## config.mk

```make
export PLATFORM = sky130hd
export DESIGN_NAME = uart_irq_id
export DESIGN_NICKNAME = d
export VERILOG_FILES = /design/src/rtl/uart_irq_pkg.sv /design/src/rtl/uart_irq_trig.sv /design/src/rtl/uart_irq_flags.sv /design/src/rtl/uart_irq_arb.sv /design/src/rtl/uart_irq_id.sv
export SDC_FILE = /design/constraint.sdc
export NUM_CORES = 1
export LEC_CHECK = 0
export ABC_AREA = 1
export BUFFER_PORTS_ARGS = -buffer_cell sky130_fd_sc_hd__buf_2
export CORE_ASPECT_RATIO = 0.6
export CORE_UTILIZATION = 35
export DETAILED_ROUTE_END_ITERATION = 12
export GPL_TIMING_DRIVEN = 0
export SYNTH_ARGS = -nofsm -noshare
export SYNTH_HDL_FRONTEND = slang
export SYNTH_HIERARCHICAL = 1
export SYNTH_SLANG_ARGS = --single-unit
```

## constraint.sdc

```tcl
create_clock -name clk -period 5 [get_ports clk]
set_input_delay 0.5 -clock clk [delete_from_list [all_inputs] [get_ports clk]]
set_output_delay 0.5 -clock clk [all_outputs]
set_load 0.05 [all_outputs]
```

## src/rtl/uart_irq_pkg.sv

```systemverilog
package uart_irq_pkg;
    localparam int SRC_N   = 7;
    localparam int CODE_W  = 6;
    localparam int LVL_W   = 4;

    localparam int IDX_LINE   = 0;
    localparam int IDX_RXDATA = 1;
    localparam int IDX_RXTMO  = 2;
    localparam int IDX_TXMT   = 3;
    localparam int IDX_MODEM  = 4;
    localparam int IDX_CMATCH = 5;
    localparam int IDX_FEDGE  = 6;

    localparam logic [CODE_W-1:0] CODE_NONE = 6'b000001;

    // identification code per priority index
    function automatic logic [CODE_W-1:0] src_code(input int idx);
        case (idx)
            IDX_LINE:   return 6'b000110;
            IDX_RXDATA: return 6'b000100;
            IDX_RXTMO:  return 6'b001100;
            IDX_TXMT:   return 6'b000010;
            IDX_MODEM:  return 6'b000000;
            IDX_CMATCH: return 6'b010000;
            default:    return 6'b100000;
        endcase
    endfunction

    // shared trigger depth table
    function automatic logic [LVL_W-1:0] trig_depth(input logic [1:0] sel);
        case (sel)
            2'd0:    return 4'd1;
            2'd1:    return 4'd4;
            2'd2:    return 4'd8;
            default: return 4'd14;
        endcase
    endfunction

    typedef struct packed {
        logic thre;
        logic cm;
        logic cm_spec;
        logic xoff_last;
        logic fe;
        logic cts_prev;
        logic rts_prev;
    } flag_st_t;

    typedef struct packed {
        logic [1:0] sel;
    } trig_st_t;

    typedef struct packed {
        logic [SRC_N-1:0] en;
        logic [7:0]       rdata;
        logic             irq;
    } top_st_t;
endpackage

```

## src/rtl/uart_irq_trig.sv

```systemverilog
module uart_irq_trig
    import uart_irq_pkg::*;
#(
    parameter int CNT_W = 5
) (
    input  logic             clk,
    input  logic             rst_n,
    input  logic             rx_wr,
    input  logic             tx_wr,
    input  logic [1:0]       sel_in,
    input  logic [CNT_W-1:0] rx_count,
    output logic [LVL_W-1:0] level,
    output logic             rx_ready
);
    localparam int CMP_W = (CNT_W > LVL_W) ? CNT_W : LVL_W;

    trig_st_t st_d, st_q;
    logic [CMP_W-1:0] cnt_ext, lvl_ext;

    always_comb begin
        st_d = st_q;
        if (rx_wr || tx_wr) begin
            st_d.sel = sel_in;
        end
    end

    always_ff @(posedge clk or negedge rst_n) begin
        if (!rst_n) begin
            st_q <= '0;
        end else begin
            st_q <= st_d;
        end
    end

    assign level   = trig_depth(st_q.sel);
    assign cnt_ext = CMP_W'(rx_count);
    assign lvl_ext = CMP_W'(level);
    assign rx_ready = (cnt_ext >= lvl_ext);
endmodule

```

## src/rtl/uart_irq_flags.sv

```systemverilog
module uart_irq_flags
    import uart_irq_pkg::*;
(
    input  logic clk,
    input  logic rst_n,
    input  logic enh,
    input  logic thre_set,
    input  logic thr_wr,
    input  logic thre_clr,
    input  logic xon_hit,
    input  logic xoff_hit,
    input  logic spec_hit,
    input  logic rx_char,
    input  logic cm_clr,
    input  logic cts_line,
    input  logic rts_line,
    input  logic fe_clr,
    output logic thre_flag,
    output logic cm_flag,
    output logic xoff_last,
    output logic fe_flag
);
    flag_st_t st_d, st_q;
    logic     line_rise;
    logic     any_match;

    always_comb begin
        st_d      = st_q;
        line_rise = (cts_line && !st_q.cts_prev) || (rts_line && !st_q.rts_prev);
        any_match = xon_hit || xoff_hit || spec_hit;

        // transmit holding empty
        st_d.thre = (st_q.thre && !(thr_wr || thre_clr)) || thre_set;

        // character match: read clear, or auto clear for special chars
        if (st_q.cm && (cm_clr || (st_q.cm_spec && rx_char))) begin
            st_d.cm = 1'b0;
        end
        if (enh && any_match) begin
            st_d.cm      = 1'b1;
            st_d.cm_spec = spec_hit;
        end
        if (enh && xoff_hit) begin
            st_d.xoff_last = 1'b1;
        end else if (enh && xon_hit) begin
            st_d.xoff_last = 1'b0;
        end

        // flow line rising edge
        st_d.fe       = (st_q.fe && !fe_clr) || (enh && line_rise);
        st_d.cts_prev = cts_line;
        st_d.rts_prev = rts_line;
    end

    always_ff @(posedge clk or negedge rst_n) begin
        if (!rst_n) begin
            st_q <= '0;
        end else begin
            st_q <= st_d;
        end
    end

    assign thre_flag = st_q.thre;
    assign cm_flag   = st_q.cm;
    assign xoff_last = st_q.xoff_last;
    assign fe_flag   = st_q.fe;
endmodule

```

## src/rtl/uart_irq_arb.sv

```systemverilog
module uart_irq_arb
    import uart_irq_pkg::*;
(
    input  logic [SRC_N-1:0]  req,
    output logic [SRC_N-1:0]  grant,
    output logic              any,
    output logic [CODE_W-1:0] code
);
    logic [SRC_N:0] blocked;

    assign blocked[0] = 1'b0;

    for (genvar i = 0; i < SRC_N; i++) begin : g_prio
        assign grant[i]     = req[i] && !blocked[i];
        assign blocked[i+1] = blocked[i] || req[i];
    end

    assign any = blocked[SRC_N];

    always_comb begin
        code = CODE_NONE;
        for (int i = 0; i < SRC_N; i++) begin
            if (grant[i]) begin
                code = src_code(i);
            end
        end
    end
endmodule

```

## src/rtl/uart_irq_id.sv

```systemverilog
module uart_irq_id
    import uart_irq_pkg::*;
#(
    parameter int CNT_W = 5
) (
    input  logic             clk,
    input  logic             rst_n,
    input  logic             ier_wr,
    input  logic [6:0]       ier_wdata,
    input  logic             efr_enh,
    input  logic             fifo_en,
    input  logic             trig_rx_wr,
    input  logic             trig_tx_wr,
    input  logic [1:0]       trig_sel,
    input  logic [CNT_W-1:0] rx_count,
    input  logic             ls_err,
    input  logic             rx_tmo,
    input  logic             msr_chg,
    input  logic             thre_set,
    input  logic             thr_wr,
    input  logic             xon_hit,
    input  logic             xoff_hit,
    input  logic             spec_hit,
    input  logic             rx_char,
    input  logic             cts_line,
    input  logic             rts_line,
    input  logic             isr_rd,
    output logic [7:0]       isr_rdata,
    output logic             irq,
    output logic [3:0]       trig_level,
    output logic             xchar_is_xoff
);
    top_st_t           st_d, st_q;
    logic              rx_ready;
    logic              thre_flag, cm_flag, fe_flag, xoff_last;
    logic [SRC_N-1:0]  cond, gate, req, grant;
    logic [SRC_N-1:0]  en_view;
    logic              any_pend;
    logic [CODE_W-1:0] win_code;
    logic [7:0]        isr_now;
    logic              thre_clr, cm_clr, fe_clr;

    uart_irq_trig #(.CNT_W(CNT_W)) u_trig (
        .clk      (clk),
        .rst_n    (rst_n),
        .rx_wr    (trig_rx_wr),
        .tx_wr    (trig_tx_wr),
        .sel_in   (trig_sel),
        .rx_count (rx_count),
        .level    (trig_level),
        .rx_ready (rx_ready)
    );

    uart_irq_flags u_flags (
        .clk       (clk),
        .rst_n     (rst_n),
        .enh       (efr_enh),
        .thre_set  (thre_set),
        .thr_wr    (thr_wr),
        .thre_clr  (thre_clr),
        .xon_hit   (xon_hit),
        .xoff_hit  (xoff_hit),
        .spec_hit  (spec_hit),
        .rx_char   (rx_char),
        .cm_clr    (cm_clr),
        .cts_line  (cts_line),
        .rts_line  (rts_line),
        .fe_clr    (fe_clr),
        .thre_flag (thre_flag),
        .cm_flag   (cm_flag),
        .xoff_last (xoff_last),
        .fe_flag   (fe_flag)
    );

    always_comb begin
        cond             = '0;
        cond[IDX_LINE]   = ls_err;
        cond[IDX_RXDATA] = rx_ready;
        cond[IDX_RXTMO]  = rx_tmo;
        cond[IDX_TXMT]   = thre_flag;
        cond[IDX_MODEM]  = msr_chg;
        cond[IDX_CMATCH] = cm_flag;
        cond[IDX_FEDGE]  = fe_flag;

        gate             = '1;
        gate[IDX_CMATCH] = efr_enh;
        gate[IDX_FEDGE]  = efr_enh;
    end

    assign req = cond & st_q.en & gate;

    uart_irq_arb u_arb (
        .req   (req),
        .grant (grant),
        .any   (any_pend),
        .code  (win_code)
    );

    assign isr_now  = {fifo_en, fifo_en, win_code};
    assign thre_clr = isr_rd && grant[IDX_TXMT];
    assign cm_clr   = isr_rd && grant[IDX_CMATCH];
    assign fe_clr   = isr_rd && grant[IDX_FEDGE];

    always_comb begin
        st_d     = st_q;
        st_d.irq = any_pend;
        if (ier_wr) begin
            st_d.en = ier_wdata;
        end
        if (isr_rd) begin
            st_d.rdata = isr_now;
        end
    end

    always_ff @(posedge clk or negedge rst_n) begin
        if (!rst_n) begin
            st_q       <= '0;
            st_q.rdata <= {2'b00, CODE_NONE};
        end else begin
            st_q <= st_d;
        end
    end

    assign en_view       = st_q.en;
    assign isr_rdata     = st_q.rdata;
    assign irq           = st_q.irq;
    assign xchar_is_xoff = xoff_last;
endmodule

```

==> results of run 1 <==
-- per-layer routing --
layer	global-route usage, %	part of all wire (%)
met4	1.818	0.27
met5	0	0
met3	4.340	6.1
met1	23.19	60
met2	15.66	34
-- power by group through the flow --
stage | Combinational, W | Sequential, W | Clock (W)
after floorplan | 0.0000624 | 0.000251 | 0
after global placement | 0.000126 | 0.000225 | 0
after detailed placement | 0.000126 | 0.000225 | 0
after CTS | 0.000127 | 0.000221 | 0.000133
after global routing | 0.000140 | 0.000224 | 0.000142
final | 0.000125 | 0.000221 | 0.000128
-- area by class of cell --
| cell class | instances | area (sq um) | share of cell area [%] |
|---|---|---|---|
| flip-flops and latches | 24 | 601.8 | 37.90 |
| plain buffers | 6 | 45.04 | 2.837 |
| inverters | 27 | 103.9 | 6.541 |
| well taps | 45 | 56.30 | 3.546 |
| multi-input cells | 103 | 500.5 | 31.52 |
| repair buffers | 45 | 225.2 | 14.18 |
| clock buffers | 4 | 55.05 | 3.467 |
-- per-stage QoR --
step	utilization [%]	cells	power (W)	setup slack (ps)	instance area, sq um
after floorplan	-	160	0.0003138	2286	1251
after global placement	46.12	250	0.0003511	2653	1533
after detailed placement	46.12	250	0.0003516	2639	1533
after CTS	47.78	254	0.0004806	2743	1588
after global routing	47.78	254	0.0005061	2521	1588
final	47.78	254	0.0004746	2770	1588
-- sequential cells by signal (all words and copies together), names as in the netlist --
register           count
u_flags/xoff_last      1
u_flags/fe_flag        1
u_flags/cm_flag        1
u_flags/thre_flag      1
irq                    1
isr_rdata              7
u_flags/st_q           3
u_trig/st_q            2
en_view                7
-- worst register-to-register path, stage by stage (launching register included) --
cell     delay (ps)
dfrtp_1         410
nor2_1          190
ha_1            260
inv_1            50
nand2_1          40
nand3_1          70
nand2_1          50
nand2_1          60
inv_1            60
nor2_2          150
nand4_2         150
nor3_1          270
buf_4           170
nand2_2          50
inv_2            40
inv_1            30
nand2_1          50
nand2_1          50
-- final timing paths --
check	cells past startpoint	slack, ps	end	start
max reg2reg	17	2770	u_flags/fe_flag	u_trig/st_q[0]
min in group clk	1	350	u_flags/st_q[0]	rts_line
max	17	2770	u_flags/fe_flag	u_trig/st_q[0]
max in group asynchronous	1	4430	isr_rdata[0]	rst_n
min reg2reg	2	470	isr_rdata[0]	isr_rdata[0]
min	1	210	en_view[1]	rst_n
==> results.cfg, run 1 <==
[outcome]
status = finished clean

[power]
sw_frac_of_total_pct = 32.13
p_comb_share_pct = 26.4
switching_power_w = 0.0001525
seq_power_share_pct = 46.6
p_clk_share_pct = 27.1
p_int_w = 0.0003221
leakagePower_nw = 0.9495
ir_drop_mv = 0.1831
powerDensity_mw_per_mm2 = 298.9

[clock_tree]
cts_root_buf = clkbuf_8
cts.path.max_buffers = 2
holdBufCountCts = 0
path_clk_slew_ps = 80
h-tree-depth = 1
worstSkewPairLatency_ps = 260
cts-resized-gates = 0
cts_tree = done
cts_setup_buffers = 0
numCtsBuffers = 3
clock-sinks = 24

[die]
rows = 16
start_util_pct = 37.65
dieWidth_um = 79.19
io_pins = 47
die_h_um = 48.32
die_area_sq_mm = 0.003826
core_sq_mm = 0.003323

[critical_path]
worstPathArrival_ps = 2390
worstPathMaxFanout = 5
cp_data_required_time_ps = 5160
crit_chain = nor2_1 > ha_1 > inv_1 > nand2_1 > nand3_1 > nand2_1 > nand2_1 > inv_1 > nor2_2 > nand4_2 > nor3_1 > buf_4 > nand2_2 > inv_2 > inv_1 > nand2_1 > nand2_1
crit_family = simple AND/OR/NAND/NOR gates
end_kind = register
cp_slowest_cell = dfrtp_1
path_class = register to register
cpMostUsedCell = nand2_1
cpPeakStageDelay_ps = 410
start_kind = register
cp.buffers_inverters = 5

[route]
route.detailed.drc = 0
vias = 1029
firstDrtPassIters = 4
vias_per_cell = 4.051
drt-wirelength-per-cell_um = 8.835
drt.antenna.violating_nets = 0
drt_iter0_drc = 46
routed_wl_um = 2244

[final_layout]
layout_common_cells = 56 x nand2_1, 45 x buf_2, 23 x inv_1, 23 x dfrtp_1, 13 x nor2_1
final_layout_size_suffix_gt1_share_pct = 35.41
mostFrequentLayoutCell = nand2_1
antenna_cells = 0
nNetsFinal = 247
areaGrowthSynthToFinish_pct = 26.90
fill_cells = 354

[timing]
timing.fmax_mhz = 448.5
max_slew.worst_pin.slew_ps = 530.9
slew_violations = 0
setup_viol = 0
tns_ps = 0
period_needed_ps = 2230
period_share_pct = 44.60
finalHoldViolCount = 0
maxSlewHeadroom_pct = 64.61
whs_ps = 210.4
skew_ps = 4.326
rsz0062_at_grt = no

[synth]
yosys_warnings = 6
avgSynthCellArea_sq_um = 7.820
synth_area_sq_mm = 0.001251
syn_inst = 160
syn_nets = 197

[min_path]
hp-class = input pin to async pin

[grt]
grt_usage_pct = 13.45
gr-total-overflow = 0
grt_pass1_vias = 882
grt_max_degree = 25
grt_pass1_wl_um = 4008
antenna_found_initial = 0

[job]
max-cap-violations = 0

[placement]
place.gp.congestion = 0.6951
io_buffers = 45
dpl.hpwl_um = 1836
Power figures use the tool's default switching activity.
==> run 2: changes to the inputs <==
--- a/config.mk
+++ b/config.mk
@@ -5,7 +5,7 @@
 export SDC_FILE = /design/constraint.sdc
 export NUM_CORES = 1
 export LEC_CHECK = 0
-export ABC_AREA = 1
+export ABC_AREA = 0
 export BUFFER_PORTS_ARGS = -buffer_cell sky130_fd_sc_hd__buf_2
 export CORE_ASPECT_RATIO = 0.6
 export CORE_UTILIZATION = 35
==> constraint.sdc (replaced) <==
create_clock -name clk -period 2.06 [get_ports clk]
set_input_delay 0.206 -clock clk [delete_from_list [all_inputs] [get_ports clk]]
set_output_delay 0.206 -clock clk [all_outputs]
set_load 0.05 [all_outputs]
==> results.cfg, run 2 <==
[placement]
io_buffers = 44
dpl.hpwl_um = 1868
place.gp.congestion = 0.7484
place_ws_ps = -835.8
postPlaceCellArea_sq_mm = 0.001545

[critical_path]
critPathLaunch = u_trig/st_q[0]
path_class = register to register
worstPathArrival_ps = 2870
r2r_cells = 11
r2r_end = u_flags/fe_flag
start_kind = register
endpoint = u_flags/fe_flag
worstPathMaxFanout = 4
cp_data_required_time_ps = 2210
r2r_slack_ps = -660
end_kind = register
reg2reg_from = u_trig/st_q[0]

[timing]
setup_slack_ps = -658.3
finalHoldViolCount = 0
period_needed_ps = 2718
rsz0062_at_grt = yes
slew_violations = 0
period_share_pct = 132.0
setup_viol = 9
max_slew.worst_pin.slew_ps = 540.4
skew_ps = 2.572
maxSlewHeadroom_pct = 63.97
timing.fmax_mhz = 367.9

[grt]
antenna_found_initial = 0
grt_usage_pct = 15.14
grt_pass1_wl_um = 4146
grt_pass1_vias = 888
gr-total-overflow = 0
grt_max_degree = 25

[route]
firstDrtPassIters = 3
routed_wl_um = 2664
drt.antenna.violating_nets = 0
vias = 941
drt_iter0_drc = 19
drt-wirelength-per-cell_um = 13.19
vias_per_cell = 4.658
route.detailed.drc = 0

[clock_tree]
h-tree-depth = 1
numCtsBuffers = 3
cts_tree = done
path_clk_slew_ps = 80
cts.path.max_buffers = 2
worstSkewPairLatency_ps = 260
clock-sinks = 24
cts_root_buf = clkbuf_8

[die]
die_area_sq_mm = 0.003785
core_sq_mm = 0.003323
rows = 16
dieWidth_um = 78.76
io_pins = 47
die_h_um = 48.06
start_util_pct = 37.24

[power]
p_comb_share_pct = 32.7
p_int_w = 0.0008818
leakagePower_nw = 0.8846
p_clk_share_pct = 24.4
sw_frac_of_total_pct = 31.28
seq_power_share_pct = 42.9
ir_drop_mv = 0.3364
switching_power_w = 0.0004014
powerDensity_mw_per_mm2 = 724.3

[final_layout]
mostFrequentLayoutCell = buf_2
antenna_cells = 0
stdcell_area_sq_mm = 0.001772
utilization_pct = 53.31
areaGrowthSynthToFinish_pct = 43.17
final_layout_size_suffix_gt1_share_pct = 64.97
nNetsFinal = 195
layout_common_cells = 44 x buf_2, 21 x dfrtp_1, 14 x mux2_4, 9 x buf_4, 5 x inv_1
fill_cells = 312

[synth]
syn_inst = 100
avgSynthCellArea_sq_um = 12.37
syn_nets = 137
yosys_warnings = 6
synth_area_sq_mm = 0.001237

[outcome]
violations = negative setup slack
status = finished, violations left

[job]
max-cap-violations = 0

[min_path]
hp-class = input pin to register
-- run 2: how the worst min path moves through the flow --
stage | from | to | slack, ps | cells past startpoint
floorplan | rst_n | en_view[0] | -90 | 0
global placement | rst_n | isr_rdata[2] | 220 | 1
detailed placement | rst_n | isr_rdata[1] | 220 | 1
CTS | cts_line | u_flags/st_q[1] | 50 | 1
global route | cts_line | u_flags/st_q[1] | 50 | 1
finish | cts_line | u_flags/st_q[1] | 60 | 1
-- run 2: power by group through the flow --
stage	Sequential, W	Combinational (W)	Clock (W)
finish	0.000550	0.000420	0.000313
global route	0.000559	0.000450	0.000348
CTS	0.000551	0.000412	0.000327
detailed placement	0.000560	0.000345	0
global placement	0.000556	0.000339	0
floorplan	0.000626	0.000181	0
-- run 2: layout make-up --
cell class	instances	area [sq um]	share of cell area, %
repair buffers	54	305.3	17.23
multi-input cells	63	683.2	38.56
flip-flops and latches	24	604.3	34.11
inverters	6	22.52	1.271
well taps	45	56.30	3.178
plain buffers	6	45.04	2.542
clock buffers	4	55.05	3.107
-- run 2: timing repair --
item                                    CTS  global route
pin swaps                                 4             5
hold buffers                              1             0
setup buffers                             8             1
resized for setup                        22             6
endpoints found under the setup margin    9            10
endpoints found under the hold margin    23             0
-- run 2: per-layer routing --
metal  track usage, %  vias to the layer above  wire, um
met4            3.333                        0         0
met2            27.13                       26      1319
met5                0                        -         0
met3            4.762                        0       120
li1                 -                      462         -
met1            18.58                      453      1224
-- run 2: worst max-delay path, cell delays in order (launching register included) --
cell and delay (ps):
dfrtp_2 450, nor2_4 120, ha_1 230, nand2b_4 150, a2111oi_4 290, nor3_2 60
and2_4 170, or4_4 520, nor4b_4 290, buf_4 150, and2_4 140, o21ai_2 50
-- run 2: per-stage QoR --
stage | instances | power, W | hold WS, ps | TNS, ps
floorplan | 100 | 0.0008072 | -89.59 | -4792
global placement | 189 | 0.0008951 | 216.4 | -4273
detailed placement | 189 | 0.0009050 | 218.7 | -4666
CTS | 202 | 0.001290 | 51.09 | -4203
global route | 202 | 0.001357 | 49.90 | -5055
finish | 202 | 0.001283 | 57.30 | -4023
==> run 3: changes to the inputs <==
--- a/config.mk
+++ b/config.mk
@@ -6,7 +6,7 @@
 export NUM_CORES = 1
 export LEC_CHECK = 0
 export ABC_AREA = 0
-export BUFFER_PORTS_ARGS = -buffer_cell sky130_fd_sc_hd__buf_2
+export BUFFER_PORTS_ARGS = -buffer_cell sky130_fd_sc_hd__buf_4
 export CORE_ASPECT_RATIO = 0.6
 export CORE_UTILIZATION = 35
 export DETAILED_ROUTE_END_ITERATION = 12
==> results.cfg, run 3 (synthesis gave the netlist of run 2 again) <==
[outcome]
status = finished, violations left
violations = negative setup slack

[clock_tree]
h-tree-depth = 1
numCtsBuffers = 3
cts_root_buf = clkbuf_8
cts_tree = done
path_clk_slew_ps = 80
clock-sinks = 24
cts.path.max_buffers = 2
worstSkewPairLatency_ps = 260

[route]
vias = 979
drt.antenna.violating_nets = 0
drt_iter0_drc = 29
drt-wirelength-per-cell_um = 13.80
firstDrtPassIters = 4
route.detailed.drc = 0
routed_wl_um = 2953
vias_per_cell = 4.575

[placement]
postPlaceCellArea_sq_mm = 0.001655
io_buffers = 44
place_inst = 189
place_ws_ps = -871.2
place.gp.congestion = 0.7699
dpl.hpwl_um = 1862

[die]
io_pins = 47
rows = 16
die_area_sq_mm = 0.003785
core_sq_mm = 0.003323
start_util_pct = 37.24
dieWidth_um = 78.76
die_h_um = 48.06

[critical_path]
critPathLaunch = u_trig/st_q[0]
endpoint = u_flags/cm_flag
cp_data_required_time_ps = 2210
reg2reg_from = u_trig/st_q[0]
path_class = register to register
r2r_cells = 12
end_kind = register
worstPathArrival_ps = 2850
r2r_end = u_flags/cm_flag
worstPathMaxFanout = 4
r2r_slack_ps = -640
start_kind = register

[timing]
setup_slack_ps = -639.8
timing.fmax_mhz = 370.4
period_needed_ps = 2700
whs_ps = 54.13
skew_ps = 1.561
max_slew.worst_pin.slew_ps = 322.5
setup_viol = 10
period_share_pct = 131.1
finalHoldViolCount = 0
maxSlewHeadroom_pct = 78.30
rsz0062_at_grt = yes
slew_violations = 0

[power]
leakagePower_nw = 0.9803
powerDensity_mw_per_mm2 = 675.5
switching_power_w = 0.0004153
p_clk_share_pct = 22.9
seq_power_share_pct = 40.4
sw_frac_of_total_pct = 30.46
ir_drop_mv = 0.3171
p_comb_share_pct = 36.7
p_int_w = 0.0009480

[grt]
grt_pass1_wl_um = 4436
grt_usage_pct = 16.11
grt_max_degree = 25
grt_pass1_vias = 967
antenna_found_initial = 0
gr-total-overflow = 0

[final_layout]
antenna_cells = 0
final_layout_size_suffix_gt1_share_pct = 69.23
layout_common_cells = 55 x buf_4, 21 x dfrtp_1, 14 x mux2_4, 13 x buf_6
stdcell_area_sq_mm = 0.002018
mostFrequentLayoutCell = buf_4
areaGrowthSynthToFinish_pct = 63.09
nNetsFinal = 207
final_cells = 214

[min_path]
hp-class = input pin to register
hold_depth = 1

[job]
max-cap-violations = 0
[run 3: critical path: stages, from the launching register on]
cell and delay [ps]:
dfrtp_2 460, nor2_4 160, ha_4 210, nand2b_4 140
a2111oi_4 290, nor3_2 80, and2_4 150, or4_4 510
buf_6 140, nor3b_2 170, and2_4 150, nand3b_1 90
nand2_1 50
[run 3: cell type report]
cell class	instances	area, sq um
inverter	6	25.02
sequential	24	604.3
tap	45	56.30
fill	277	1305
multi-input combinational	63	685.7
timing repair buffer	66	546.8
clock buffer	4	55.05
buffer	6	45.04
[run 3: repair_timing]
action                     CTS  global route
hold buffers                 1             0
setup endpoints to repair    9            11
gates resized for setup     21            20
pin swaps                    4             9
hold endpoints to repair    23             0
setup buffers               20             6
[run 3: routing by layer]
layer / track usage, % / vias up / part of all wire, %
met5: 0 / - / 0
met4: 5.185 / 0 / 1.5
met3: 5.333 / 4 / 4.8
met2: 27.13 / 31 / 49
met1: 20.26 / 459 / 45
li1: - / 485 / -
[run 3: worst min path at each step]
stage	endpoint	from
2_1_floorplan	en_view[0]	rst_n
3_3_place_gp	isr_rdata[2]	rst_n
3_5_place_dp	isr_rdata[2]	rst_n
4_1_cts	u_flags/st_q[0]	rts_line
5_1_grt	u_flags/st_q[0]	rts_line
6_report	u_flags/st_q[0]	rts_line
[run 3: power groups by stage]
stage	Sequential, W	Clock, W	Combinational [W]
after floorplan	0.000626	0	0.000181
after global placement	0.000558	0	0.000373
after detailed placement	0.000560	0	0.000379
after CTS	0.000551	0.000324	0.000456
after global routing	0.000558	0.000350	0.000533
final	0.000551	0.000312	0.000500
[run 3: through the flow]
stage                     util, %  TNS, ps  power (W)
after floorplan                 -    -4792  0.0008072
after global placement      49.81    -4337  0.0009308
after detailed placement    49.81    -4674  0.0009387
after CTS                   58.17    -4805   0.001331
after global routing        60.73    -5442   0.001441
final                       60.73    -4289   0.001363
